**src/rtl/prio_irq_pkg.sv**
```systemverilog
package prio_irq_pkg;
  // Packed result layout positions (fixed by the consumer of the word)
  localparam int IRQ_FLAG_POS = 31;
  localparam int IRQ_ID_POS   = 16;
  localparam int FIQ_FLAG_POS = 15;
  localparam int FIQ_ID_POS   = 0;
  localparam int RES_W        = 32;

  typedef struct packed {
    logic irq_hit;
    logic fiq_hit;
  } hit_t;
endpackage

```
**src/rtl/prio_slot_pick.sv**
```systemverilog
module prio_slot_pick
  import prio_irq_pkg::*;
#(
  parameter int N_SRC  = 40,
  parameter int WORD_W = 32,
  parameter int FLAG_B = 31,
  parameter int ID_W   = 6,
  localparam int CNT_W = $clog2(N_SRC)
) (
  input  logic [N_SRC*WORD_W-1:0] ent_words,
  input  logic [N_SRC-1:0]        pend,
  input  logic [N_SRC-1:0]        enab,
  input  logic [N_SRC-1:0]        route_fiq,
  input  logic [CNT_W-1:0]        slot_idx,
  output hit_t                    hit,
  output logic [ID_W-1:0]         hit_id
);
  localparam int SPACE = 1 << ID_W;

  logic [N_SRC-1:0]       slot_flag;
  logic [ID_W-1:0]        slot_id [N_SRC];
  logic [SPACE-1:0]       pend_x, enab_x, route_x;
  logic                   cur_flag, in_range, live;
  logic [ID_W-1:0]        cur_id;

  // Pull only flag and ID out of each slot word
  for (genvar g = 0; g < N_SRC; g++) begin : g_slot
    assign slot_flag[g] = ent_words[g*WORD_W + FLAG_B];
    assign slot_id[g]   = ent_words[g*WORD_W +: ID_W];
  end

  // Zero-extend vectors so any ID indexes safely
  assign pend_x  = {{(SPACE-N_SRC){1'b0}}, pend};
  assign enab_x  = {{(SPACE-N_SRC){1'b0}}, enab};
  assign route_x = {{(SPACE-N_SRC){1'b0}}, route_fiq};

  always_comb begin
    cur_flag    = slot_flag[slot_idx];
    cur_id      = slot_id[slot_idx];
    in_range    = (32'(cur_id) < N_SRC);
    live        = cur_flag && in_range && pend_x[cur_id] && enab_x[cur_id];
    hit.fiq_hit = live && route_x[cur_id];
    hit.irq_hit = live && !route_x[cur_id];
    hit_id      = cur_id;
  end
endmodule

```
**src/rtl/prio_scan_ctrl.sv**
```systemverilog
module prio_scan_ctrl #(
  parameter int N_SRC = 40,
  localparam int CNT_W = $clog2(N_SRC)
) (
  input  logic             clk,
  input  logic             rst_n,
  input  logic             start,
  output logic [CNT_W-1:0] slot_idx,
  output logic             step,
  output logic             done
);
  localparam logic [CNT_W-1:0] LAST = CNT_W'(N_SRC - 1);

  logic             busy_q, busy_d, done_d;
  logic [CNT_W-1:0] idx_d;

  always_comb begin
    busy_d = busy_q;
    done_d = done;
    idx_d  = slot_idx;
    if (start) begin
      busy_d = 1'b1;
      done_d = 1'b0;
      idx_d  = '0;
    end else if (busy_q) begin
      if (slot_idx == LAST) begin
        busy_d = 1'b0;
        done_d = 1'b1;
        idx_d  = '0;
      end else begin
        idx_d  = slot_idx + 1'b1;
      end
    end
  end

  assign step = busy_q && !start;

  always_ff @(posedge clk or negedge rst_n) begin
    if (!rst_n) begin
      busy_q   <= 1'b0;
      done     <= 1'b0;
      slot_idx <= '0;
    end else begin
      busy_q   <= busy_d;
      done     <= done_d;
      slot_idx <= idx_d;
    end
  end
endmodule

```
**src/rtl/prio_winner_acc.sv**
```systemverilog
module prio_winner_acc
  import prio_irq_pkg::*;
#(
  parameter int ID_W = 6
) (
  input  logic             clk,
  input  logic             rst_n,
  input  logic             clear,
  input  logic             step,
  input  hit_t             hit,
  input  logic [ID_W-1:0]  hit_id,
  output logic [RES_W-1:0] result
);
  localparam int PAD_W = 15 - ID_W;

  logic            irq_v_q, irq_v_d, fiq_v_q, fiq_v_d;
  logic [ID_W-1:0] irq_id_q, irq_id_d, fiq_id_q, fiq_id_d;
  logic            irq_en, fiq_en;

  always_comb begin
    irq_v_d  = irq_v_q;
    irq_id_d = irq_id_q;
    fiq_v_d  = fiq_v_q;
    fiq_id_d = fiq_id_q;
    irq_en   = clear || (step && hit.irq_hit && !irq_v_q);
    fiq_en   = clear || (step && hit.fiq_hit && !fiq_v_q);
    if (clear) begin
      irq_v_d  = 1'b0;
      irq_id_d = '1;
      fiq_v_d  = 1'b0;
      fiq_id_d = '1;
    end else begin
      if (irq_en) begin
        irq_v_d  = 1'b1;
        irq_id_d = hit_id;
      end
      if (fiq_en) begin
        fiq_v_d  = 1'b1;
        fiq_id_d = hit_id;
      end
    end
  end

  always_ff @(posedge clk or negedge rst_n) begin
    if (!rst_n) begin
      irq_v_q  <= 1'b0;
      irq_id_q <= '1;
    end else if (irq_en) begin
      irq_v_q  <= irq_v_d;
      irq_id_q <= irq_id_d;
    end
  end

  always_ff @(posedge clk or negedge rst_n) begin
    if (!rst_n) begin
      fiq_v_q  <= 1'b0;
      fiq_id_q <= '1;
    end else if (fiq_en) begin
      fiq_v_q  <= fiq_v_d;
      fiq_id_q <= fiq_id_d;
    end
  end

  assign result = {irq_v_q, {PAD_W{1'b0}}, irq_id_q,
                   fiq_v_q, {PAD_W{1'b0}}, fiq_id_q};
endmodule

```
**src/rtl/prio_irq_resolver.sv**
```systemverilog
module prio_irq_resolver
  import prio_irq_pkg::*;
#(
  parameter int N_SRC  = 40,
  parameter int WORD_W = 32,
  parameter int FLAG_B = 31,
  parameter int ID_W   = 6
) (
  input  logic                    clk,
  input  logic                    rst_n,
  input  logic                    start,
  input  logic [N_SRC*WORD_W-1:0] ent_words,
  input  logic [N_SRC-1:0]        pend,
  input  logic [N_SRC-1:0]        enab,
  input  logic [N_SRC-1:0]        route_fiq,
  output logic                    done,
  output logic [31:0]             result
);
  localparam int CNT_W = $clog2(N_SRC);

  logic [CNT_W-1:0] slot_idx;
  logic             step;
  hit_t             hit;
  logic [ID_W-1:0]  hit_id;

  prio_scan_ctrl #(.N_SRC(N_SRC)) ctrl_i (
    .clk(clk), .rst_n(rst_n), .start(start),
    .slot_idx(slot_idx), .step(step), .done(done)
  );

  prio_slot_pick #(.N_SRC(N_SRC), .WORD_W(WORD_W), .FLAG_B(FLAG_B), .ID_W(ID_W)) pick_i (
    .ent_words(ent_words), .pend(pend), .enab(enab), .route_fiq(route_fiq),
    .slot_idx(slot_idx), .hit(hit), .hit_id(hit_id)
  );

  prio_winner_acc #(.ID_W(ID_W)) acc_i (
    .clk(clk), .rst_n(rst_n), .clear(start), .step(step),
    .hit(hit), .hit_id(hit_id), .result(result)
  );
endmodule

```
**config.mk**
```make
export PLATFORM = sky130hd
export DESIGN_NAME = prio_irq_resolver
export DESIGN_NICKNAME = d
export VERILOG_FILES = /design/src/rtl/prio_irq_pkg.sv /design/src/rtl/prio_slot_pick.sv /design/src/rtl/prio_scan_ctrl.sv /design/src/rtl/prio_winner_acc.sv /design/src/rtl/prio_irq_resolver.sv
export SDC_FILE = /design/constraint.sdc
export NUM_CORES = 1
export LEC_CHECK = 0
export ABC_AREA = 1
export BUFFER_PORTS_ARGS = -buffer_cell sky130_fd_sc_hd__buf_2
export CAP_MARGIN = 10
export CORE_AREA = 5 5 549 551
export DETAILED_ROUTE_END_ITERATION = 7
export DIE_AREA = 0 0 554 556
export GPL_TIMING_DRIVEN = 0
export SYNTH_ARGS = -nofsm -noshare
export SYNTH_HDL_FRONTEND = slang
export SYNTH_SLANG_ARGS = --single-unit
```
**constraint.sdc**
```tcl
create_clock -name clk -period 3 [get_ports clk]
set_clock_uncertainty 0.2 [all_clocks]
set_input_delay 0.9 -clock clk [delete_from_list [all_inputs] [get_ports clk]]
set_output_delay 0.9 -clock clk [all_outputs]
set_load 0.02 [all_outputs]
```
=== Yosys cells after proc, flatten, opt, wreduce, memory -nomap -nowiden ===
Cells that the tools add are included.

* Output and inout port bits: 33
* Input port bits: 1403
* Memories: 0
* Register bits after elaboration: 22
* Memory bits (read-only): 0
* Memory bits (writable): 0
* Word-level logic and storage cells: 55
* Bits in latches: 0

* Multipliers: 0
* Div/mod/pow operators: 0
* Mux-type cells: 22
* Reductions and logical operators: 19
* Magnitude comparators: 4
* Bitwise logic cells: 1
* Shift operators: 0
* $add $sub $neg: 1
* Equal/unequal tests: 1

{| class="wikitable"
|+ Operator list
! cell !! count
|-
| $bmux 6 s6 || 1
|-
| $mux 6 || 6
|-
| $bmux 1 s6 || 4
|-
| $lt 6x7->1 const B || 2
|-
| $mux 1 || 11
|-
| $logic_and 1x1->1 || 10
|-
| $ge 7x7->1 const B || 1
|-
| $not 6->7 || 1
|-
| $add 6x1->6 const B || 1
|-
| $eq 6x6->1 const B || 1
|-
| $lt 6x6->1 const B || 1
|-
| $logic_not 1->1 || 4
|-
| $reduce_bool 2->1 || 2
|-
| $logic_or 1x1->1 || 2
|-
| $reduce_and 2->1 || 1
|}

=== Logic depth before layout (Yosys ltp) ===
Gate-level depths: netlist of the first run.

* Depth in word-level cells: 12
* Gate-level depth with buffers: 27
* Depth with buffers taken out: 23

=== Hierarchy ===
Synthesis of the first run repeated with hierarchy kept, for this count alone.

* Cell total of the unflattened synthesis: 970
* Area, all modules: 5170.0 µm²

{| class="wikitable"
|+ Modules (own cells, without submodules)
! module !! cells each !! area an instance (µm²) !! seq. area each (µm²) !! instances
|-
| prio_slot_pick || 831 || 3987.6 || 0.0 || 1
|-
| prio_winner_acc || 87 || 767.0 || 365.4 || 1
|-
| prio_scan_ctrl || 52 || 415.4 || 200.2 || 1
|}

=== Worst setup path before layout of the first run ===
No wires, ideal clock.

* Kind: input port to flip-flop
* Start point: input ent_words[672]
* End point: register acc_i.irq_id_q[5]
* Setup time: 61 ps
* Stages: 21
* Data required time: 2739 ps
* Arrival time: 2654 ps
* Setup slack: 85 ps
* Path buffers: 2
* Cells stage by stage: nand2_1 > nand3_1 > nand3_1 > nand2_1 > nand2_1 > nand3_2 > nand3_4 > nand2_2 > buf_6 > buf_6 > o211ai_1 > nand3_1 > nand3_1 > nand3_1 > nand3_1 > nand2_1 > nor2_1 > nand2_4 > nand2_4 > nand2_1 > nand2_1

* Longest elaborated chain between the ends: 11
* Elaborated cells on any way between the ends: 18
* Those cells by class: order compare: 1; mux: 9; reduce/logical: 8

{| class="wikitable"
|+ Ends and longest elaborated chain
! element !! line !! RTL
|-
| start: declaration || prio_irq_resolver.sv:12 || <nowiki>input logic [N_SRC*WORD_W-1:0] ent_words,</nowiki>
|-
| $bmux 6 s6 * || prio_slot_pick.sv:39 || <nowiki>cur_id = slot_id[slot_idx];</nowiki>
|-
| $mux 6 (not written as such) * (2 in a row) || prio_slot_pick.sv:39 ||
|-
| $bmux 1 s6 or $lt 6x6->1 (tied branches) || prio_slot_pick.sv:41, prio_slot_pick.sv:40 ||
|-
| $mux 1 (not written as such) or $logic_and 1x1->1 (tied branches) || prio_slot_pick.sv:41 || <nowiki>live = cur_flag && in_range && pend_x[cur_id] && enab_x[cur_id];</nowiki>
|-
| $logic_and 1x1->1 (2 in a row) || prio_slot_pick.sv:41 ||
|-
| $logic_and 1x1->1 * || prio_slot_pick.sv:43 || <nowiki>hit.irq_hit = live && !route_x[cur_id];</nowiki>
|-
| $logic_and 1x1->1 * (2 in a row) || prio_winner_acc.sv:25 || <nowiki>irq_en = clear || (step && hit.irq_hit && !irq_v_q);</nowiki>
|-
| $logic_or 1x1->1 * || prio_winner_acc.sv:25 ||
|-
| end signal: assignment || prio_winner_acc.sv:50 || <nowiki>irq_id_q <= irq_id_d;</nowiki>
|-
| end: declaration || prio_winner_acc.sv:17 || <nowiki>logic [ID_W-1:0] irq_id_q, irq_id_d, fiq_id_q, fiq_id_d;</nowiki>
|}

Mark *: on every way between the ends. The rest lies on a longest branch, timed or not. The select of a mux whose other input is x is not followed.
A chain may end at the register's enable or synchronous reset.

=== Worst setup path after layout of the first run ===
* Start point: register ctrl_i.slot_idx[0]
* End point: register acc_i.irq_id_q[0]

* Longest elaborated chain between the ends: 12
* Elaborated cells on any way between the ends: 22
* Those cells by class: order compare: 1; mux: 12; bitwise: 1; reduce/logical: 8

{| class="wikitable"
|+ Ends and longest elaborated chain
! element !! line !! RTL
|-
| start: declaration || prio_scan_ctrl.sv:8 || <nowiki>output logic [CNT_W-1:0] slot_idx,</nowiki>
|-
| start signal: assignment || prio_scan_ctrl.sv:46 || <nowiki>slot_idx <= idx_d;</nowiki>
|-
| $not 6->7 (not written as such) || prio_slot_pick.sv:39 ||
|-
| $bmux 6 s6 || prio_slot_pick.sv:39 ||
|-
| $mux 6 (not written as such) (2 in a row) || prio_slot_pick.sv:39 ||
|-
| $bmux 1 s6 or $lt 6x6->1 (tied branches) || prio_slot_pick.sv:41, prio_slot_pick.sv:40 ||
|-
| $mux 1 (not written as such) or $logic_and 1x1->1 (tied branches) || prio_slot_pick.sv:41 ||
|-
| $logic_and 1x1->1 (2 in a row) || prio_slot_pick.sv:41 ||
|-
| $logic_and 1x1->1 || prio_slot_pick.sv:43 ||
|-
| $logic_and 1x1->1 (2 in a row) || prio_winner_acc.sv:25 ||
|-
| $logic_or 1x1->1 || prio_winner_acc.sv:25 ||
|}

Parallel ways exist; a longest one is shown, timed or not. The select of a mux whose other input is x is not followed.

==> out/metrics.cfg, run 1 <==
[grt]
grt.total_usage_pct = 6.15
grt_pass1_vias = 9199
antenna_found_initial = 83
grt_pass1_wl_um = 117000
grt_max_degree = 23
grt_overflow = 0

[power]
power.leakage_nw = 4.95
power_density_mw_per_mm2 = 1000
total_power_mw = 14.4
power_frac_seq_pct = 3.6
comb_power_share_pct = 93.6
switchingPower_mw = 9.21
clockPowerShare_pct = 2.8
internal_power_mw = 5.21
switching_share_pct = 63.9
ir_drop_mv = 0.537

[worst_setup_path]
path_max_fanout = 8
crit-reg2reg-launch = ctrl_i.slot_idx[0]$_DFFE_PN0P_
crit_type = register to register
worst_ep_arrival_time_ns = 4.07
cp-start-kind = register
r2r_slack_ns = -1.05
r2r_cells = 24
crit_required_ns = 3.02
end_kind = register
r2r-end = acc_i.irq_id_q[0]$_DFFE_PN1P_

[detailed_routing]
wl_met3_um = 5220
postRouteAntennaNets = 0
routed-wl-met2_um = 56900
drt_pass1_iterations = 6
maxUsedRoutingLayer = met5
dr.first_iter.drc_count = 793
drt-met1-wl_um = 33200
drt-total-wl_um = 99700
wl_per_cell_um = 18.3
via_per_inst = 1.80
drc = 0
vias = 9796

[floorplan]
ioPinCount = 1436
initial_core_util_pct = 1.83
fp.coreArea_mm2 = 0.296
die-area_mm2 = 0.308
fp.dieH_um = 556
row_count = 200
die_w_um = 554

[outcome]
status = complete, but fails checks
violations = setup timing

[logic_synthesis]
synth_seq_area_share_pct = 10.5
synth_warnings = 0
syn_inst = 965
avgSynthCellArea_um2 = 5.59
ys_ff_latch = 22
syn_area_mm2 = 0.00540
yosysUniqueCellTypes = 44

[worst_hold_path]
worst_hold_path.endpoint = acc_i.fiq_id_q[1]$_DFFE_PN1P_
hold_class = register to register
min-delay-start = acc_i.fiq_id_q[1]$_DFFE_PN1P_
holdPathStages = 2

[sta]
final_hold_viol_count = 0
rsz0062_at_grt = true
slew_viol_final = 0
worstMarginPinSlew_ns = 1.01
timing.fmax_mhz = 247
min_period_ns = 4.05
maxSlewHeadroom_pct = 32.4
post-route-period-util_pct = 135
finalSetupViolCount = 14
worst_slack_ns = -1.05

[job]
cap_violations = 0

[clock_tree]
htreeDepth = 1
cts-root-buf = clkbuf_16
cts_made_buffers = 3
hold_buffers = 0
clkSinkCount = 22
clkLatencyLatePin_ns = 0.30
path_clk_slew_ns = 0.10
max-clock-path-buffers = 2
cts_tree = yes

[placement]
place_congestion = 0.748
dp_hpwl_um = 90200
place_inst = 5342
port_buffers = 417

[finish]
nNetsFinal = 2865
drive_gt1_share_pct = 47.5
area_growth_pct = 167
fin_cells = 5445

## synth_stat cells (all sizes together)
cell type / n / share of area (%)
buf: 93 / 14
ha: 1 / 0.23
nand3b: 11 / 1.5
a22oi: 7 / 0.97
conb: 1 / 0.069
o211ai: 12 / 1.8
clkbuf: 9 / 0.63
nand4: 3 / 0.35
nor3: 2 / 0.28
a21o: 1 / 0.14
a31oi: 2 / 0.23
nand2: 261 / 19
xor2: 1 / 0.16
nor2: 109 / 7.8
clkinv: 3 / 0.21
dfstp: 12 / 5.8
nand3: 221 / 21
a32o: 2 / 0.37
o221ai: 24 / 4.0
o22ai: 13 / 1.5
dfrtp: 10 / 4.6
o311ai: 2 / 0.32
o21ai: 100 / 9.3
inv: 33 / 2.5
a21oi: 31 / 3.1
o21a: 1 / 0.14
## worst max path at each step
stage	from	endpoint	slack [ns]	cells past startpoint
global route	ctrl_i.slot_idx[0]$_DFFE_PN0P_	acc_i.irq_id_q[2]$_DFFE_PN1P_	-1.21	25
finish	ctrl_i.slot_idx[0]$_DFFE_PN0P_	acc_i.irq_id_q[0]$_DFFE_PN1P_	-1.05	24
global placement	ctrl_i.slot_idx[1]$_DFFE_PN0P_	acc_i.irq_id_q[1]$_DFFE_PN1P_	-3.82	17
floorplan	ent_words[672]	acc_i.irq_id_q[5]$_DFFE_PN1P_	0.09	21
detailed placement	ctrl_i.slot_idx[1]$_DFFE_PN0P_	acc_i.fiq_id_q[4]$_DFFE_PN1P_	-3.31	19
CTS	ctrl_i.slot_idx[0]$_DFFE_PN0P_	acc_i.irq_id_q[0]$_DFFE_PN1P_	-1.24	22
## power groups by stage
stage / logic, mW / clock network, mW / registers [mW]
2_1_floorplan: 4.86 / 0 / 0.582
3_3_place_gp: 11.3 / 0 / 0.518
3_5_place_dp: 11.3 / 0 / 0.515
4_1_cts: 13.6 / 0.417 / 0.522
5_1_grt: 14.5 / 0.425 / 0.535
6_report: 13.5 / 0.409 / 0.521
## cells by family (layout without fill, tap and decap cells)
logic type	count (synthesis)	count (layout)	share of synthesized area (%)
adder cells (fa/ha/maj)	1	1	0.232
XOR/XNOR	1	1	0.162
buffers and inverters	138	616	17.0
AO/OA/AOI/OAI	195	195	21.8
AND/OR/NAND/NOR	607	607	50.2
flip-flops	22	22	10.5
other	1	64	0.0695
## registers in the layout, summed over array words and instances, names as in the netlist
name	flops
acc_i.fiq_id_q	6
acc_i.irq_id_q	6
ctrl_i.slot_idx	6
acc_i.irq_v_q	1
ctrl_i.done	1
acc_i.fiq_v_q	1
ctrl_i.busy_q	1
## stage by stage
step                      hold WS (ns)  instance area, um2  worst slack (ns)  setup TNS (ns)  util (%)
after floorplan                  0.317                5460            0.0850               0         -
after global placement           0.275               12500             -3.82          -60.57      4.22
after detailed placement         0.276               12600             -3.31          -53.17      4.24
after CTS                        0.290               14000             -1.24          -16.96      4.73
after global routing             0.302               14400             -1.21          -16.65      4.86
final                            0.291               14400             -1.05          -14.50      4.88
## cells in the final DEF (no fill, tap or decap), types with 4 or more instances in the layout
master,count
nand2_8,6
nand3b_1,11
nand2_2,19
nand3_4,5
nand3_1,203
clkbuf_16,6
a22oi_2,4
nor2_1,102
dfstp_2,12
a21oi_1,26
nand3_2,13
inv_8,4
nand2_1,227
inv_1,23
o21ai_0,72
nand2_4,9
buf_2,423
nor2_4,4
diode_2,46
dfrtp_1,7
buf_8,11
o221ai_2,7
buf_4,74
buf_6,22
conb_1,18
o221ai_1,14
buf_12,26
buf_16,11
o21ai_1,24
o211ai_1,11
o22ai_1,7
## layout make-up
type,count,area [um2]
plain buffers,101,1320
diodes,46,115
repair buffers,475,2680
fillers,35300,281000
clock buffers,4,100
flip-flops and latches,22,569
inverters,36,215
well taps,3939,4930
multi-input cells,822,4500
## what timing repair did
action | in CTS | in global routing
endpoints found under the setup margin | 22 | 14
resized for setup | 210 | 62
hold endpoints to repair | 0 | 0
setup buffers | 48 | 6
pin swaps | 22 | 28
## layer usage
layer / track usage, % / vias to the layer above
met5: 0 / -
met4: 2.33 / 4
met3: 0.906 / 170
met2: 12.6 / 692
met1: 6.15 / 4590
li1: - / 4340
## worst max-delay path, cell delays in order (launching register included)
cell      delay [ns]
dfrtp_2         0.47
buf_8           0.17
inv_12          0.07
buf_16          0.16
buf_12          0.14
buf_16          0.14
buf_4           0.20
o21ai_0         0.12
o221ai_2        0.41
nand3_1         0.14
o211ai_1        0.10
nand3_1         0.14
nand2_4         0.20
buf_12          0.14
nor2_4          0.04
nand2_1         0.06
nand2_1         0.05
nand3b_1        0.30
nand2_2         0.16
nor2_4          0.05
buf_12          0.14
nand2_8         0.09
nand2_8         0.08
nand2_2         0.09
nand2_2         0.04
No activity file was read; power rests on OpenSTA's default activity.
==> run 2: changes to the inputs <==
--- a/config.mk
+++ b/config.mk
@@ -12,6 +12,8 @@
 export DETAILED_ROUTE_END_ITERATION = 7
 export DIE_AREA = 0 0 554 556
 export GPL_TIMING_DRIVEN = 0
+export RECOVER_POWER = 25
+export SKIP_CTS_REPAIR_TIMING = 1
 export SYNTH_ARGS = -nofsm -noshare
 export SYNTH_HDL_FRONTEND = slang
 export SYNTH_SLANG_ARGS = --single-unit
==> run 2 against run 1 <==
  * The run ends with capacitance limit, slew limit, setup timing left
  * Flip-flop and latch count stayed put
  * Non-clock buffer count is 18 lower
  * Final area is 3.1% lower
  * Fmax is 3.2% lower
  * Utilization is 0.15 points lower
  * Via count is 1.2% lower
  * Combinational power is 6% lower
  * Global-route usage is 0.10 points lower
  * Critical path type unchanged
  * Critical endpoint is now acc_i.irq_id_q[2]$_DFFE_PN1P_
  * Largest power group unchanged
==> out/metrics.cfg, run 2 (synthesis results as in run 1) <==
[outcome]
status = complete, but fails checks
violations = capacitance limit, slew limit, setup timing

[finish]
fin_cells = 5424  ; -0.39%
reg_top3 = acc_i.fiq_id_q (6), acc_i.irq_id_q (6), ctrl_i.slot_idx (6)
most-common-layout-cells = buf_2, nand2_1, nand3_1, nor2_1, o21ai_0
area_growth_pct = 159
fin_area_mm2 = 0.0140  ; -3.1%
final_common_cell = buf_2
nNetsFinal = 2847  ; -0.63%
drive_gt1_share_pct = 45.8  ; -1.6 points

[floorplan]
fp.dieH_um = 556  ; unchanged
initial_core_util_pct = 1.83  ; unchanged
die_w_um = 554  ; unchanged
die-area_mm2 = 0.308  ; unchanged
ioPinCount = 1436  ; unchanged
fp.coreArea_mm2 = 0.296  ; unchanged
row_count = 200  ; unchanged

[worst_setup_path]
cp-start-kind = register
crit-reg2reg-launch = ctrl_i.slot_idx[0]$_DFFE_PN0P_
crit_start = ctrl_i.slot_idx[0]$_DFFE_PN0P_
crit_required_ns = 3.02  ; about the same
worst_ep_arrival_time_ns = 4.21  ; +0.14 ns
end_kind = register
path_max_fanout = 8  ; unchanged
r2r_cells = 23  ; -4.2%
crit_type = register to register

[clock_tree]
max-clock-path-buffers = 2  ; unchanged
cts_made_buffers = 3  ; unchanged
path_clk_slew_ns = 0.09  ; about the same
cts-root-buf = clkbuf_16
clkLatencyLatePin_ns = 0.30  ; about the same
htreeDepth = 1  ; unchanged
clkSinkCount = 22  ; unchanged
cts_tree = yes

[sta]
post-route-period-util_pct = 140  ; +4.5 points
timing.fmax_mhz = 239  ; -3.2%
worst_slack_ns = -1.19  ; -0.135 ns
maxSlewHeadroom_pct = -12.6  ; -45 points
worst_hold_slack_ns = 0.290  ; -0.00168 ns
final_hold_viol_count = 0  ; unchanged
min_period_ns = 4.19  ; +0.135 ns
slew_viol_final = 23  ; +23
rsz0062_at_grt = true
worstMarginPinSlew_ns = 1.69  ; +0.680 ns
finalSetupViolCount = 14  ; unchanged

[detailed_routing]
drt-total-wl_um = 98800  ; -0.89%
vias = 9676  ; -1.2%
wl_per_cell_um = 18.2  ; -0.51%
postRouteAntennaNets = 0  ; unchanged
drc = 0  ; unchanged
via_per_inst = 1.78  ; -0.84%
drt_pass1_iterations = 6  ; unchanged
dr.first_iter.drc_count = 814  ; +2.6%

[worst_hold_path]
holdPathStages = 2  ; unchanged
hold_class = register to register
min-delay-start = acc_i.fiq_id_q[1]$_DFFE_PN1P_

[placement]
port_buffers = 417  ; unchanged
place_inst = 5342  ; unchanged
dp_hpwl_um = 90200  ; unchanged
place_congestion = 0.748  ; unchanged
placed_cell_area_mm2 = 0.0126  ; unchanged

[job]
cap_violations = 1  ; +1

[power]
power.leakage_nw = 4.73  ; -4.3%
ir_drop_mv = 0.569  ; +5.9%
power_density_mw_per_mm2 = 976  ; -2.4%

[grt]
grt_max_degree = 23  ; unchanged
grt_pass1_wl_um = 115000  ; -1.8%
grt_pass1_vias = 8848  ; -3.8%
antenna_found_initial = 81  ; -2.4%
grt.total_usage_pct = 6.05  ; -0.10 points
grt_overflow = 0  ; unchanged

==> run 2: cell count changes in the layout (fill, tap and decap cells not counted), sizes merged <==
cell      previous run  this run
buf                567       545
clkbuf              13        17
clkinv               4         3
clkinvlp             2         3
diode               46        43
==> run 2: worst max-delay path, stage by stage (launching register included) <==
cell and delay, ns:
dfrtp_2 0.45, buf_8 0.17, clkinv_8 0.08, buf_16 0.17, buf_12 0.14, buf_12 0.14
o21ai_2 0.15, o22ai_2 0.07, o211ai_1 0.86, nand2_4 0.06, buf_8 0.19, buf_6 0.13
nor2_4 0.16, nand2_2 0.08, nand2_2 0.12, clkinv_1 0.09, nand3_1 0.10, nand3_2 0.08
nor2_4 0.13, buf_12 0.14, nand2_8 0.08, nand2_8 0.10, nand2_2 0.06, nand2_1 0.06
==> run 2: layout make-up <==
cell class / count / area (um2)
fillers: 35400 / 282000
well taps: 3939 / 4930
multi-input cells: 822 / 4400
repair buffers: 457 / 2510
plain buffers: 101 / 1160
flip-flops and latches: 22 / 568
inverters: 36 / 194
diodes: 43 / 108
clock buffers: 4 / 100
==> run 2: final timing paths <==
check                                                 end  slack (ns)
setup reg to reg            acc_i.irq_id_q[2]$_DFFE_PN1P_       -1.19
max in group asynchronous  ctrl_i.slot_idx[1]$_DFFE_PN0P_        0.67
hold / removal              acc_i.fiq_id_q[1]$_DFFE_PN1P_        0.29
setup / recovery            acc_i.irq_id_q[2]$_DFFE_PN1P_       -1.19
hold reg to reg             acc_i.fiq_id_q[1]$_DFFE_PN1P_        0.29
min in group asynchronous         ctrl_i.done$_DFFE_PN0P_        0.84
==> run 2: per-stage QoR <==
step | worst slack [ns] | setup TNS [ns] | total power, mW | util, %
5_1_grt | -1.35 | -18.51 | 14.6 | 4.72
6_report | -1.19 | -16.36 | 13.6 | 4.72
3_5_place_dp | -3.31 | -53.17 | 11.8 | 4.24
2_1_floorplan | 0.0850 | 0 | 5.44 | -
3_3_place_gp | -3.82 | -60.57 | 11.8 | 4.22
4_1_cts | -3.35 | -53.87 | 12.3 | 4.28
==> run 2: layer usage <==
metal  track usage [%]  up-vias  wire length (um)  share of wire [%]
met5                 0        -                48              0.049
met2              12.3      646             56500                 57
li1                  -     4297                 -                  -
met4              2.32        6              3870                3.9
met1              6.03     4577             33200                 34
met3             0.989      150              5230                5.3
==> run 2: where the power goes <==
group / switching, mW / internal [mW]
clock: 0.172 / 0.234
sequential: 0.0806 / 0.442
combinational: 8.75 / 3.96
